==> src/rtl/intr_arb_pkg.sv <==
package intr_arb_pkg;
    localparam int LVL_W  = 5;
    localparam int VEC_W  = 16;
    localparam int SW_N   = 16;
    localparam int SWI_W  = $clog2(SW_N);
    localparam int HC_W   = 2;
    localparam int NPIN   = 4;

    localparam logic [LVL_W-1:0] LVL_NMI  = 5'h1F;
    localparam logic [LVL_W-1:0] LVL_PWR  = 5'h1E;
    localparam logic [LVL_W-1:0] LVL_P3   = 5'h17;
    localparam logic [LVL_W-1:0] LVL_P2   = 5'h16;
    localparam logic [LVL_W-1:0] LVL_P1   = 5'h15;
    localparam logic [LVL_W-1:0] LVL_P0   = 5'h14;

    localparam logic [VEC_W-1:0] VEC_PWR  = 16'h000C;
    localparam logic [VEC_W-1:0] VEC_TMR  = 16'h00C0;
    localparam logic [VEC_W-1:0] VEC_CON  = 16'h02C0;
    localparam logic [VEC_W-1:0] VEC_SWB  = 16'h0080;

    localparam logic [HC_W-1:0]  HC_RESET = 2'd3;
    localparam logic [HC_W-1:0]  HC_HALT  = 2'd2;

    typedef enum logic [3:0] {
        SRC_NONE, SRC_RESET, SRC_HALT, SRC_PWR, SRC_P3, SRC_TMR, SRC_P2,
        SRC_ENET, SRC_P1, SRC_CON, SRC_P0, SRC_SOFT
    } src_e;

    typedef struct packed {
        src_e             src;
        logic [LVL_W-1:0] lvl;
        logic [VEC_W-1:0] vec;
        logic             dev;
        logic             nmi;
        logic [HC_W-1:0]  hcode;
    } pick_t;

    typedef struct packed {
        logic [LVL_W-1:0] ipl;
        logic [SW_N-1:0]  sisr;
        logic [VEC_W-1:0] evec;
    } arb_state_t;
endpackage

==> src/rtl/intr_soft_enc.sv <==
module intr_soft_enc
    import intr_arb_pkg::*;
(
    input  logic [SW_N-1:0]  pend,
    output logic             found,
    output logic [SWI_W-1:0] idx
);
    logic [SWI_W-1:0] idx_w [SW_N];
    logic [SW_N-1:0]  any_w;

    // Ripple from level 1 upward; a higher set bit overrides lower ones.
    assign idx_w[0] = '0;
    assign any_w[0] = 1'b0;
    for (genvar g = 1; g < SW_N; g++) begin : g_scan
        assign any_w[g] = any_w[g-1] | pend[g];
        assign idx_w[g] = pend[g] ? SWI_W'(g) : idx_w[g-1];
    end

    assign found = any_w[SW_N-1];
    assign idx   = idx_w[SW_N-1];
endmodule

==> src/rtl/intr_hw_pick.sv <==
module intr_hw_pick
    import intr_arb_pkg::*;
(
    input  logic             rst_act,
    input  logic             halt_act,
    input  logic             pwr_act,
    input  logic [NPIN-1:0]  pin_act,
    input  logic             tmr_act,
    input  logic             enet_act,
    input  logic             con_act,
    input  logic [VEC_W-1:0] evec,
    input  logic             sw_found,
    input  logic [SWI_W-1:0] sw_idx,
    output pick_t            pick
);
    always_comb begin
        pick = '{src: SRC_NONE, lvl: '0, vec: '0, dev: 1'b0, nmi: 1'b0, hcode: '0};
        if (rst_act) begin
            pick.src = SRC_RESET; pick.lvl = LVL_NMI; pick.nmi = 1'b1; pick.hcode = HC_RESET;
        end else if (halt_act) begin
            pick.src = SRC_HALT;  pick.lvl = LVL_NMI; pick.nmi = 1'b1; pick.hcode = HC_HALT;
        end else if (pwr_act) begin
            pick.src = SRC_PWR;   pick.lvl = LVL_PWR; pick.vec = VEC_PWR;
        end else if (pin_act[3]) begin
            pick.src = SRC_P3;    pick.lvl = LVL_P3;  pick.dev = 1'b1;
        end else if (tmr_act) begin
            pick.src = SRC_TMR;   pick.lvl = LVL_P2;  pick.vec = VEC_TMR;
        end else if (pin_act[2]) begin
            pick.src = SRC_P2;    pick.lvl = LVL_P2;  pick.dev = 1'b1;
        end else if (enet_act) begin
            pick.src = SRC_ENET;  pick.lvl = LVL_P1;  pick.vec = evec;
        end else if (pin_act[1]) begin
            pick.src = SRC_P1;    pick.lvl = LVL_P1;  pick.dev = 1'b1;
        end else if (con_act) begin
            pick.src = SRC_CON;   pick.lvl = LVL_P0;  pick.vec = VEC_CON;
        end else if (pin_act[0]) begin
            pick.src = SRC_P0;    pick.lvl = LVL_P0;  pick.dev = 1'b1;
        end else if (sw_found) begin
            pick.src = SRC_SOFT;
            pick.lvl = LVL_W'(sw_idx);
            pick.vec = VEC_SWB + (VEC_W'(sw_idx) << 2);
        end
    end
endmodule

==> src/rtl/intr_level_arb.sv <==
module intr_level_arb
    import intr_arb_pkg::*;
(
    input  logic        clk,
    input  logic        rst_n,
    input  logic [3:0]  irq_n,
    input  logic        pwrfail_n,
    input  logic        halt_n,
    input  logic        reset_req_n,
    input  logic        tmr_req,
    input  logic        enet_req,
    input  logic        con_req,
    input  logic        ack,
    input  logic        ipl_we,
    input  logic [4:0]  ipl_wdata,
    input  logic        sirr_we,
    input  logic [3:0]  sirr_wdata,
    input  logic        evec_we,
    input  logic [15:0] evec_wdata,
    output logic        int_take,
    output logic        int_nmi,
    output logic [4:0]  int_level,
    output logic [15:0] int_vector,
    output logic        int_dev_vec,
    output logic [1:0]  halt_code,
    output logic [4:0]  ipl_o,
    output logic [15:0] sisr_o
);
    localparam arb_state_t ST_RST = '{ipl: LVL_NMI, sisr: '0, evec: '0};

    arb_state_t       st_q, st_d;
    pick_t            pick;
    logic             sw_found;
    logic [SWI_W-1:0] sw_idx;
    logic             take;
    logic             accept;

    intr_soft_enc u_soft (
        .pend  (st_q.sisr),
        .found (sw_found),
        .idx   (sw_idx)
    );

    intr_hw_pick u_pick (
        .rst_act  (~reset_req_n),
        .halt_act (~halt_n),
        .pwr_act  (~pwrfail_n),
        .pin_act  (~irq_n),
        .tmr_act  (tmr_req),
        .enet_act (enet_req),
        .con_act  (con_req),
        .evec     (st_q.evec),
        .sw_found (sw_found),
        .sw_idx   (sw_idx),
        .pick     (pick)
    );

    // The pick is the highest pending source, so one compare masks it.
    assign take   = pick.nmi | ((pick.src != SRC_NONE) && (pick.lvl > st_q.ipl));
    assign accept = take & ack;

    always_comb begin
        st_d = st_q;
        if (ipl_we)
            st_d.ipl = ipl_wdata;
        if (accept)
            st_d.ipl = pick.lvl;
        if (accept && pick.src == SRC_SOFT)
            st_d.sisr[sw_idx] = 1'b0;
        if (sirr_we && sirr_wdata != '0)
            st_d.sisr[sirr_wdata] = 1'b1;
        st_d.sisr[0] = 1'b0;
        if (evec_we)
            st_d.evec = {evec_wdata[VEC_W-1:2], 2'b00};
    end

    always_ff @(posedge clk or negedge rst_n) begin
        if (!rst_n) st_q <= ST_RST;
        else        st_q <= st_d;
    end

    assign int_take    = take;
    assign int_nmi     = take & pick.nmi;
    assign int_level   = take ? pick.lvl   : '0;
    assign int_vector  = take ? pick.vec   : '0;
    assign int_dev_vec = take & pick.dev;
    assign halt_code   = take ? pick.hcode : '0;
    assign ipl_o       = st_q.ipl;
    assign sisr_o      = st_q.sisr;
endmodule

==> config.mk <==
export PLATFORM = sky130hd
export DESIGN_NAME = intr_level_arb
export DESIGN_NICKNAME = d
export VERILOG_FILES = /design/src/rtl/intr_arb_pkg.sv /design/src/rtl/intr_soft_enc.sv /design/src/rtl/intr_hw_pick.sv /design/src/rtl/intr_level_arb.sv
export SDC_FILE = /design/constraint.sdc
export NUM_CORES = 1
export LEC_CHECK = 0
export ABC_AREA = 1
export BUFFER_PORTS_ARGS = -buffer_cell sky130_fd_sc_hd__buf_4
export CAP_MARGIN = 40
export CELL_PAD_IN_SITES_DETAIL_PLACEMENT = 0
export CELL_PAD_IN_SITES_GLOBAL_PLACEMENT = 1
export CORE_MARGIN = 2
export CORE_UTILIZATION = 33
export DETAILED_ROUTE_END_ITERATION = 12
export GPL_ROUTABILITY_DRIVEN = 1
export GPL_TIMING_DRIVEN = 1
export PLACE_DENSITY = 0.83
export SLEW_MARGIN = 10
export SYNTH_ARGS = -nofsm -noshare
export SYNTH_HDL_FRONTEND = slang
export SYNTH_HIERARCHICAL = 1
export SYNTH_SLANG_ARGS = --single-unit
==> constraint.sdc <==
create_clock -name clk -period 2.54 [get_ports clk]
set_clock_uncertainty 0.05 [all_clocks]
set_input_delay 0 -clock clk [delete_from_list [all_inputs] [get_ports clk]]
set_output_delay 0 -clock clk [all_outputs]
set_load 0.05 [all_outputs]
## Word-level counts from Yosys, hierarchy flattened

Cells that the tools add are included.

| word-level totals | value |
|---|---|
| register bits | 34 |
| output and inout bits | 47 |

| operators by class | value |
|---|---|
| muxes and demuxes | 61 |
| bitwise operators | 22 |
| add/subtract/negate cells | 1 |
| reduce and logical (&&, ||, !) cells | 8 |
| equality and inequality tests | 1 |
| magnitude comparators | 5 |

Operators with widths:

| cell | count |
|---|---|
| $mux W25 | 13 |
| $mux W16 | 7 |
| $mux W4 | 14 |
| $mux W9 | 6 |
| $mux W17 | 2 |
| $and A16 B16 Y16 | 1 |
| $not A16 Y16 | 1 |
| $or A16 B16 Y16 | 1 |
| $mux W5 | 3 |
| $or A1 B1 Y1 | 15 |
| $mux W1 | 11 |
| $lt A4 B5 Y1 const B | 2 |
| $add A8 B6 Y9 const A | 1 |
| $demux W1 S4 | 2 |
| $ge A4 B1 Y1 const B | 2 |
| $reduce_bool A4 Y1 | 2 |
| $mux W3 | 2 |
| $gt A5 B5 Y1 | 1 |
| $logic_and A1 B1 Y1 | 5 |
| $eq A4 B4 Y1 const B | 1 |
| $not A4 Y4 | 1 |
| $and A1 B1 Y1 | 3 |
| $mux W2 | 1 |
| $reduce_bool A2 Y1 | 1 |

## Longest topological paths before layout

Gate-level depths: netlist of the first run.

| logic depth | value |
|---|---|
| depth in word-level cells | 43 |
| gate-level depth with buffers | 34 |
| mapped depth without buffers | 34 |

## Cells and area by module

Netlist of the first run, hierarchy kept.

Modules (own cells, without submodules):

| module | area an instance (um^2) | times used | cells an instance | sequential area each (um^2) |
|---|---|---|---|---|
| intr_level_arb | 2,309.7 | 1 | 308 | 857.1 |
| intr_hw_pick | 563.0 | 1 | 100 | 0.0 |
| intr_soft_enc | 178.9 | 1 | 43 | 0.0 |

## Least setup slack after synthesis of the first run

Ideal clock, no wire load.

| timing | value |
|---|---|
| path kind | register to output |
| from | register st_q, in the netlist sisr_o[2] |
| to | output halt_code[0] |
| cell stages (with the launch flop) | 34 |
| setup slack | -0.594 ns |
| data arrival time | 3.084 ns |
| cells stage by stage | dfrtp_1 inv_1 nand2_1 nand2_1 nand2_1 nand2_1 nand2_1 nand2_1 nand2_1 nand2_1 nand2_1 nand2_1 nand2_1 nand2_1 nand2_1 nand2_1 inv_1 nor2_1 nand2_1 nand2_1 nand2_1 nand2_1 nand2_1 nand2_1 inv_1 ha_1 nand2_1 nand2_1 inv_1 nand2_2 nand2_4 inv_2 buf_4 nor2_1 |

RTL lines:

| item | RTL line | source |
|---|---|---|
| start: declaration | intr_level_arb.sv:31 | `arb_state_t st_q, st_d;` |
| start signal: assignment | intr_level_arb.sv:79 | `else st_q <= st_d;` |
| end: declaration | intr_level_arb.sv:25 | `output logic [1:0] halt_code,` |

==> results of run 1 <==
==> worst max-delay path: cells and delay by family (launching register included) <==
family        cells  cell delay (ps)
buf+inv           7              560
simple gates     26             1480
fa+ha+maj         1              260
flops             1              370
==> sequential cells by signal, indices dropped and copies added (netlist names) <==
name / count
sisr_o: 15
st_q: 14
ipl_o: 5
==> final cells by class <==
| type | instances | area [sq um] | area share |
|---|---|---|---|
| Clock inverter | 1 | 30.0 | 0.00602 |
| Timing Repair Buffer | 177 | 1600 | 0.320 |
| Multi-Input combinational cell | 290 | 1920 | 0.385 |
| Sequential cell | 34 | 857 | 0.172 |
| Inverter | 95 | 364 | 0.0730 |
| Tap cell | 111 | 139 | 0.0278 |
| Clock buffer | 6 | 82.6 | 0.0165 |
==> cells in the mapped netlist, types with 4 or more instances <==
| master | number |
|---|---|
| nor3b_2 | 9 |
| nor2_1 | 47 |
| nor4_1 | 4 |
| inv_1 | 89 |
| mux2_2 | 14 |
| dfstp_2 | 5 |
| ha_1 | 5 |
| dfrtp_1 | 29 |
| o21ai_0 | 10 |
| buf_4 | 27 |
| nand3_1 | 39 |
| inv_2 | 6 |
| nand2_1 | 98 |
| a21boi_0 | 5 |
| a21oi_1 | 8 |
| nand4_1 | 15 |
| a31oi_1 | 8 |
==> stage by stage <==
step | hold WS, ps | util | power [W] | instances
global route | 28.7 | 0.548 | 0.00255 | 714
floorplan | -346 | - | 0.00144 | 453
finish | 17.5 | 0.548 | 0.00240 | 714
CTS | 10.0 | 0.537 | 0.00238 | 712
global placement | -67.4 | 0.449 | 0.00172 | 654
detailed placement | -59.6 | 0.449 | 0.00174 | 654
==> per-layer routing <==
metal | track usage | vias to the layer above
li1 | - | 1704
met1 | 0.245 | 1574
met2 | 0.353 | 85
met3 | 0.0327 | 12
met4 | 0.0548 | 0
met5 | 0 | -
==> power groups by stage <==
stage	Combinational [W]	Clock (W)	Sequential, W
6_report	0.00120	0.000514	0.000690
3_5_place_dp	0.00104	0	0.000695
4_1_cts	0.00117	0.000527	0.000688
2_1_floorplan	0.000742	0	0.000699
5_1_grt	0.00129	0.000553	0.000702
3_3_place_gp	0.00103	0	0.000691
==> repair_timing <==
item,in CTS,in global routing
hold endpoints to repair,55,0
hold buffers,23,0
pin swaps,23,6
resized for setup,56,21
setup endpoints to repair,43,43
gates cloned,1,0
setup buffers,31,3
==> worst paths after layout <==
kind / from / endpoint / slack [ps] / cells past startpoint
setup / recovery: sisr_o[2] / int_vector[13] / -490 / 34
setup reg to reg: sisr_o[2] / sisr_o[3] / -440 / 35
max in group asynchronous: rst_n / ipl_o[0] / 1940 / 2
hold / removal: ipl_we / ipl_o[1] / 20 / 5
min in group asynchronous: rst_n / sisr_o[7] / 150 / 2
hold reg to reg: ipl_o[1] / ipl_o[1] / 450 / 2
==> cell families (layout without fill, tap and decap cells) <==
| kind of cell | after synthesis | after routing | synth area share |
|---|---|---|---|
| AO/OA/AOI/OAI | 37 | 37 | 0.0738 |
| adder cells (fa/ha/maj) | 5 | 5 | 0.0205 |
| buffers and inverters | 130 | 279 | 0.199 |
| flip-flops | 34 | 34 | 0.281 |
| multiplexers | 14 | 14 | 0.0517 |
| other | 1 | 3 | 0.00123 |
| AND/OR/NAND/NOR | 230 | 231 | 0.373 |
==> flow_metrics.py, run 1 <==
metrics = {
    "power_and_ir_drop": {
        "ir_drop_mv": 0.247,
        "p_comb_frac": 0.499,
        "power.density_mw_per_mm2": 482,
        "leakage_nw": 2.54,
        "internal_power_w": 0.00144,
        "p_sw_frac": 0.402,
        "p_clk_frac": 0.214,
        "p_sw_w": 0.000967,
        "seq_power_share": 0.287,
    },
    "min_path": {
        "hold_class": "input port to flop",
    },
    "detailed_routing": {
        "antenna_left": 0,
        "wl_um": 9720,
        "post_drt_wl_per_cell_um": 13.6,
        "dr_wl_met2_um": 5060,
        "highest_layer": "met4",
        "vias": 3375,
        "wl_met3_um": 418,
        "drt_iter0_markers": 158,
        "dr.pass1.iters": 4,
        "drc": 0,
        "wl_met1_um": 4100,
        "via_per_inst": 4.73,
    },
    "finish": {
        "nets": 649,
        "drive_above_1_share": 0.431,
        "fin_area_sq_mm": 0.00499,
        "fill_cells": 853,
        "layout_commonest_cell": "buf_4",
        "layout_common_cells": "buf_4, nand2_1, inv_1",
        "n_antenna_cell": 0,
        "area_growth_pct": 63.5,
    },
    "setup_path": {
        "crit_path_top_delay_cell": "dfrtp_1",
        "critical_path_arrival_ps": 2980,
        "cpPeakStageDelay_ps": 370,
        "cp-start-kind": "flop",
        "path_class": "flop to output port",
        "required_ps": 2490,
        "cp_max_fo": 8,
        "cp-end-kind": "output port",
        "crit_top_cell": "nand2_1",
    },
    "synth": {
        "yosys_warnings": 6,
        "synthCells": 451,
        "synth_cell_type_count": 35,
        "synth_top_area_cell": "dfrtp_1",
        "synth_top_area_share": 0.238,
        "synth_edf_count": 0,
        "synth.yosys.seq_area_share": 0.281,
        "ys_ff_latch": 34,
        "synth_area_leaders": "dfrtp_1, nand2_1, inv_1",
        "syn_area_per_cell_sq_um": 6.77,
        "synthFlopType": "dfrtp_1",
        "syn_area_sq_mm": 0.00305,
        "async_flop_share": 1.00,
    },
    "place": {
        "post-place-ws_ps": -365,
        "placed_area_sq_mm": 0.00409,
        "dp_hpwl_um": 6800,
        "place_congestion": 0.847,
        "io_buffer_count": 82,
    },
    "timing": {
        "rsz0062_at_grt": "true",
        "maxSlewHeadroom": 0.409,
        "timing.final.crit_share": 1.19,
        "fin_crit_ps": 3030,
        "fmax_mhz": 330,
        "fin_tns_setup_ps": -18550,
        "drv_slew": 0,
        "fin_ws_ps": -493,
        "worstMarginPinSlew_ps": 883,
        "hold_viol": 0,
        "setup_violations": 43,
    },
    "global_route": {
        "grt_antenna_before_repair": 0,
        "overflow": 0,
        "grt_usage": 0.198,
        "grt_pass1_wl_um": 15700,
        "grt_max_degree": 35,
        "grt_pass1_vias": 3246,
    },
    "floorplanning": {
        "die-area_sq_mm": 0.0100,
        "die_w_um": 100,
        "coreArea_sq_mm": 0.00911,
        "die_h_um": 100,
        "start_util": 0.335,
        "pin_count": 88,
        "std_cell_rows": 35,
    },
    "clocking": {
        "cts.path.max_buffers": 2,
        "cts_tree": "yes",
        "clk_latency_ps": 290,
        "numCtsBuffers": 5,
        "clkSinkCount": 34,
        "htree_num_levels": 2,
        "clkTransAtPathRegs_ps": 70,
        "root_buffer": "clkbuf_8",
    },
    "run_status": {
        "status": "finished, violations left",
        "failed_checks": "setup timing",
    },
    "job": {
        "maxCapViolCount": 0,
    },
}
Note: power is estimated with default switching activity, not from simulation.
==> run 2: changes to the inputs <==
--- a/config.mk
+++ b/config.mk
@@ -12,6 +12,7 @@
 export CELL_PAD_IN_SITES_GLOBAL_PLACEMENT = 1
 export CORE_MARGIN = 2
 export CORE_UTILIZATION = 33
+export CTS_CLUSTER_DIAMETER = 30
 export DETAILED_ROUTE_END_ITERATION = 12
 export GPL_ROUTABILITY_DRIVEN = 1
 export GPL_TIMING_DRIVEN = 1
==> constraint.sdc (replaced) <==
create_clock -name clk -period 2.7 [get_ports clk]
set_clock_uncertainty 0.05 [all_clocks]
set_input_delay 0 -clock clk [delete_from_list [all_inputs] [get_ports clk]]
set_output_delay 0 -clock clk [all_outputs]
set_load 0.05 [all_outputs]
==> flow_metrics.py, run 2 (synthesis results as in run 1) <==
metrics = {
    "run_status": {
        "status": "finished, violations left",
        "failed_checks": "setup timing",
    },
    "finish": {
        "drive_above_1_share": 0.394,
        "nets": 633,
        "layout_commonest_cell": "buf_4",
        "layout_common_cells": "buf_4, nand2_1, inv_1",
        "n_antenna_cell": 0,
        "fill_cells": 874,
        "largest_register_ffs": 15,
        "utilization": 0.524,
        "fin_area_sq_mm": 0.00477,
        "area_growth_pct": 56.4,
    },
    "global_route": {
        "grt_max_degree": 35,
        "met2_usage": 0.361,
        "grt_pass1_wl_um": 15900,
        "grtUsageMet1": 0.237,
        "grt_antenna_before_repair": 0,
        "overflow": 0,
        "grt_pass1_vias": 3333,
        "grtUsageMet3": 0.0292,
        "grt_usage": 0.199,
        "grt-busiest-layer": "met2",
    },
    "setup_path": {
        "required_ps": 2650,
        "cp-start-kind": "flop",
        "path_class": "flop to output port",
        "cp_max_fo": 6,
        "critical_path_arrival_ps": 3150,
        "cp-end-kind": "output port",
    },
    "floorplanning": {
        "die-area_sq_mm": 0.0100,
        "die_w_um": 100,
        "start_util": 0.335,
        "pin_count": 88,
        "die_h_um": 100,
        "coreArea_sq_mm": 0.00911,
        "std_cell_rows": 35,
    },
    "timing": {
        "drv_slew": 0,
        "maxSlewHeadroom": 0.402,
        "fin_ws_ps": -499,
        "fmax_mhz": 313,
        "setup_violations": 43,
        "timing.final.crit_share": 1.18,
        "fin_crit_ps": 3200,
        "hold_viol": 0,
        "rsz0062_at_grt": "true",
        "worstMarginPinSlew_ps": 893,
    },
    "detailed_routing": {
        "drt_iter0_markers": 180,
        "post_drt_wl_per_cell_um": 14.0,
        "vias": 3397,
        "drc": 0,
        "via_per_inst": 4.87,
        "wl_um": 9790,
        "antenna_left": 0,
        "dr.pass1.iters": 5,
    },
    "clocking": {
        "cts.path.max_buffers": 2,
        "htree_num_levels": 2,
        "cts_tree": "yes",
        "clkSinkCount": 34,
        "root_buffer": "clkbuf_8",
        "clk_latency_ps": 290,
        "clkTransAtPathRegs_ps": 70,
        "numCtsBuffers": 5,
    },
    "power_and_ir_drop": {
        "power.density_mw_per_mm2": 474,
        "leakage_nw": 2.45,
        "ir_drop_mv": 0.325,
    },
    "min_path": {
        "hold_class": "input port to flop",
    },
    "place": {
        "io_buffer_count": 82,
        "place_congestion": 0.858,
        "placed_area_sq_mm": 0.00404,
        "dp_hpwl_um": 6820,
    },
    "job": {
        "maxCapViolCount": 0,
    },
}
==> run 2: worst paths after layout <==
check | startpoint | end | slack (ps) | depth (start not counted)
setup / recovery | sisr_o[2] | int_vector[9] | -500 | 22
hold / removal | sirr_wdata[0] | sisr_o[10] | 3 | 4
setup reg to reg | sisr_o[2] | sisr_o[9] | -390 | 24
hold reg to reg | ipl_o[1] | ipl_o[1] | 450 | 2
max in group asynchronous | rst_n | ipl_o[2] | 2090 | 2
min in group asynchronous | rst_n | st_q[3] | 160 | 2
==> run 2: area by class of cell <==
type | instances | area (sq um) | share of cell area
clock buffer | 6 | 82.6 | 0.0173
clock inverter | 1 | 30.0 | 0.00629
inverter | 95 | 373 | 0.0781
multi-input combinational | 292 | 1850 | 0.388
sequential | 34 | 857 | 0.180
tap | 111 | 139 | 0.0291
timing repair buffer | 156 | 1390 | 0.292
timing repair inverter | 3 | 47.5 | 0.00996
==> run 2: layer usage <==
metal	wire (um)	share of wire
met1	4040	0.41
met2	5000	0.51
met3	487	0.050
met4	263	0.027
met5	0	0
==> run 2: per-stage QoR <==
| step | setup TNS, ps | std cells | setup slack [ps] | hold WS, ps | total power [W] |
|---|---|---|---|---|---|
| 5_1_grt | -26660 | 698 | -697 | 21.1 | 0.00238 |
| 2_1_floorplan | -198 | 453 | -31.5 | -346 | 0.00135 |
| 6_report | -16910 | 698 | -499 | 3.17 | 0.00226 |
| 3_3_place_gp | -6530 | 653 | -216 | -70.6 | 0.00162 |
| 3_5_place_dp | -9860 | 653 | -298 | -59.3 | 0.00163 |
| 4_1_cts | -14530 | 697 | -408 | 2.86 | 0.00225 |
==> run 2: what timing repair did <==
| item | in CTS | in global routing |
|---|---|---|
| hold buffers | 21 | 0 |
| resized for setup | 52 | 11 |
| gates cloned | 7 | 0 |
| hold endpoints to repair | 55 | 0 |
| setup buffers | 9 | 1 |
| endpoints found under the setup margin | 43 | 43 |
| pin swaps | 27 | 15 |
==> run 2: power by group <==
part	switching (W)	leakage, nW	internal (W)
Clock	0.000192	0.0573	0.000295
Combinational	0.000682	2.02	0.000449
Sequential	0.0000523	0.371	0.000591
==> run 2: critical path: stages, from the launching register on <==
cell	delay, ps
dfrtp_1	380
buf_4	130
buf_4	140
o21ai_0	180
nand3_1	110
nand3_1	90
nand3_1	80
nand3_1	80
nand3_1	90
inv_1	60
nor2_1	30
nand3_1	100
nand2_1	90
ha_1	300
nand2_1	70
nor2_2	110
nand2_1	80
nand3_2	90
nand2_4	80
nand2_8	190
inv_12	80
nor2_4	140
buf_8	160
==> run 3: changes to the inputs <==
--- a/config.mk
+++ b/config.mk
@@ -5,18 +5,17 @@
 export SDC_FILE = /design/constraint.sdc
 export NUM_CORES = 1
 export LEC_CHECK = 0
-export ABC_AREA = 1
 export BUFFER_PORTS_ARGS = -buffer_cell sky130_fd_sc_hd__buf_4
 export CAP_MARGIN = 40
 export CELL_PAD_IN_SITES_DETAIL_PLACEMENT = 0
 export CELL_PAD_IN_SITES_GLOBAL_PLACEMENT = 1
 export CORE_MARGIN = 2
-export CORE_UTILIZATION = 33
+export CORE_UTILIZATION = 34
 export CTS_CLUSTER_DIAMETER = 30
 export DETAILED_ROUTE_END_ITERATION = 12
 export GPL_ROUTABILITY_DRIVEN = 1
 export GPL_TIMING_DRIVEN = 1
-export PLACE_DENSITY = 0.83
+export PLACE_DENSITY = 0.84
 export SLEW_MARGIN = 10
 export SYNTH_ARGS = -nofsm -noshare
 export SYNTH_HDL_FRONTEND = slang
==> flow_metrics.py, run 3 <==
metrics = {
    "detailed_routing": {
        "vias": 2843,
        "wl_um": 8440,
        "antenna_left": 0,
        "drc": 0,
        "dr.pass1.iters": 4,
        "drt_iter0_markers": 172,
        "post_drt_wl_per_cell_um": 14.9,
        "via_per_inst": 5.03,
    },
    "global_route": {
        "grt_antenna_before_repair": 0,
        "grt_usage": 0.199,
        "grt_pass1_wl_um": 13900,
        "grt_max_degree": 35,
        "overflow": 0,
        "grt_pass1_vias": 2796,
    },
    "place": {
        "dp_hpwl_um": 6210,
        "placed_area_sq_mm": 0.00373,
        "dp_cells": 527,
        "place_congestion": 0.911,
        "io_buffer_count": 82,
    },
    "synth": {
        "yosysMostFrequentCell": "inv_1",
        "synth_cell_type_count": 55,
        "synth_top_area_share": 0.265,
        "synthFlopType": "dfrtp_1",
        "synth_area_leaders": "dfrtp_1, buf_4, mux2_2",
        "synth.yosys.seq_area_share": 0.313,
        "synth_edf_count": 0,
        "syn_area_sq_mm": 0.00274,
        "async_flop_share": 1.00,
        "synth_common_cells": "inv_1, dfrtp_1, and2_1",
        "syn_area_per_cell_sq_um": 8.35,
        "synthCells": 328,
        "synth_top_area_cell": "dfrtp_1",
        "yosys_warnings": 6,
        "ys_ff_latch": 34,
    },
    "power_and_ir_drop": {
        "seq_power_share": 0.364,
        "p_comb_frac": 0.386,
        "internal_power_w": 0.00101,
        "leakage_nw": 2.09,
        "p_sw_frac": 0.350,
        "p_sw_w": 0.000543,
        "power.density_mw_per_mm2": 355,
        "p_clk_frac": 0.250,
        "ir_drop_mv": 0.190,
    },
    "setup_path": {
        "required_ps": 2650,
        "cpPeakStageDelay_ps": 430,
        "critical_path_arrival_ps": 3280,
        "crit_top_cell": "buf_6",
        "startpoint": "sisr_o[8]",
        "crit_family": "compound AO/OA/AOI/OAI gates",
        "cp_num_buf_inv": 5,
        "cp-end-kind": "output port",
        "cp-start-kind": "flop",
        "crit_path_top_delay_cell": "dfrtp_1",
        "path_cells": "or3b_4, a311oi_2, a31oi_2, a311oi_1, o221ai_1, inv_1, ha_4, inv_2, o32ai_4, buf_6, a21oi_4, buf_6, and2_4, buf_8",
        "rr_startpoint": "sisr_o[8]",
        "path_class": "flop to output port",
        "cp_max_fo": 7,
    },
    "floorplanning": {
        "die_h_um": 93.7,
        "coreArea_sq_mm": 0.00777,
        "die-area_sq_mm": 0.00879,
        "pin_count": 88,
        "start_util": 0.352,
        "die_w_um": 93.7,
        "std_cell_rows": 32,
    },
    "clocking": {
        "numCtsBuffers": 5,
        "htree_num_levels": 2,
        "cts_tree": "yes",
        "cts.path.max_buffers": 2,
        "root_buffer": "clkbuf_8",
        "clkTransAtPathRegs_ps": 80,
        "clkSinkCount": 34,
        "clk_latency_ps": 290,
    },
    "timing": {
        "drv_slew": 0,
        "maxSlewHeadroom": 0.576,
        "fin_ws_ps": -632,
        "setup_violations": 43,
        "worstMarginPinSlew_ps": 626,
        "timing.final.crit_share": 1.23,
        "rsz0062_at_grt": "true",
        "fin_crit_ps": 3330,
        "fin_tns_setup_ps": -23500,
        "hold_viol": 0,
        "fmax_mhz": 300,
    },
    "finish": {
        "fin_area_sq_mm": 0.00436,
        "drive_above_1_share": 0.473,
        "area_growth_pct": 59.4,
        "layout_common_cells": "buf_4, inv_1, dfrtp_1",
        "layout_commonest_cell": "buf_4",
        "fin_cells": 565,
        "largest_register_ffs": 15,
        "n_antenna_cell": 0,
        "nets": 508,
    },
    "run_status": {
        "status": "finished, violations left",
        "failed_checks": "setup timing",
    },
    "min_path": {
        "hold_class": "input port to flop",
        "worstHoldStart": "ipl_wdata[3]",
    },
    "job": {
        "maxCapViolCount": 0,
    },
}
## run 3: cell count changes after synthesis, moves of 10 or more
cell / change
o21ai_0: +11
and2_1: +24
nand2_1: -80
nor2_1: -26
a21oi_1: +10
nand3_1: -37
inv_1: -50
## run 3: final cells by class
class,instances,area [sq um]
Clock buffer,5,68.8
Inverter,39,146
Fill cell,699,3400
Multi-Input combinational cell,224,1690
Timing Repair Buffer,158,1450
Tap cell,102,128
Clock inverter,3,21.3
Sequential cell,34,858
## run 3: timing repair
item	CTS	global route
gates resized for setup	65	10
gates cloned	2	0
endpoints found under the hold margin	52	0
hold buffers	19	0
pin swaps	8	13
endpoints found under the setup margin	43	43
setup buffers	11	2
## run 3: worst reg2reg max path, cell delays in order (launching register included)
cell and delay (ps):
dfrtp_1 430, or3b_4 400, a311oi_2 300, a31oi_2 80, a311oi_1 230, o221ai_1 190, inv_1 150, ha_4 220
inv_2 60, o32ai_4 90, buf_4 180, buf_4 140, a2111oi_2 310, buf_4 180, o221ai_1 120
## run 3: final timing paths
kind / slack [ps] / cells after the start / end
min in group asynchronous: 150 / 2 / sisr_o[6]
min reg2reg: 450 / 1 / st_q[10]
max reg2reg: -560 / 14 / sisr_o[7]
min: 10 / 4 / ipl_o[3]
max in group asynchronous: 2100 / 2 / ipl_o[0]
max: -630 / 14 / int_level[0]
## run 3: routing by layer
| metal | vias up | share of wire | track usage |
|---|---|---|---|
| met5 | - | 0 | 0 |
| met4 | 0 | 0.016 | 0.0531 |
| met3 | 16 | 0.046 | 0.0281 |
| met2 | 93 | 0.50 | 0.340 |
| met1 | 1353 | 0.44 | 0.263 |
| li1 | 1381 | - | - |
## run 3: cells by family (layout without fill, tap and decap cells)
logic type | after synthesis | after routing | share of synthesized area
flip-flops | 34 | 34 | 0.313
multiplexers | 20 | 20 | 0.0868
buffers and inverters | 72 | 205 | 0.131
adder cells (fa/ha/maj) | 5 | 5 | 0.0229
other | 1 | 3 | 0.00137
AND/OR/NAND/NOR | 125 | 125 | 0.255
AO/OA/AOI/OAI | 71 | 71 | 0.189
## run 3: through the flow
| stage | total power [W] | worst slack, ps | hold slack [ps] | utilization |
|---|---|---|---|---|
| after floorplan | 0.000910 | -201 | -346 | - |
| after global placement | 0.00107 | -439 | -68.1 | 0.481 |
| after detailed placement | 0.00107 | -534 | -64.4 | 0.481 |
| after CTS | 0.00159 | -605 | 3.89 | 0.566 |
| after global routing | 0.00162 | -800 | 28.7 | 0.562 |
| final | 0.00155 | -632 | 9.98 | 0.562 |
## run 3: power groups by stage
stage | combinational (W) | sequential, W | clock, W
2_1_floorplan | 0.000342 | 0.000568 | 0
3_3_place_gp | 0.000494 | 0.000572 | 0
3_5_place_dp | 0.000501 | 0.000573 | 0
4_1_cts | 0.000626 | 0.000565 | 0.000400
5_1_grt | 0.000638 | 0.000569 | 0.000417
6_report | 0.000598 | 0.000565 | 0.000387
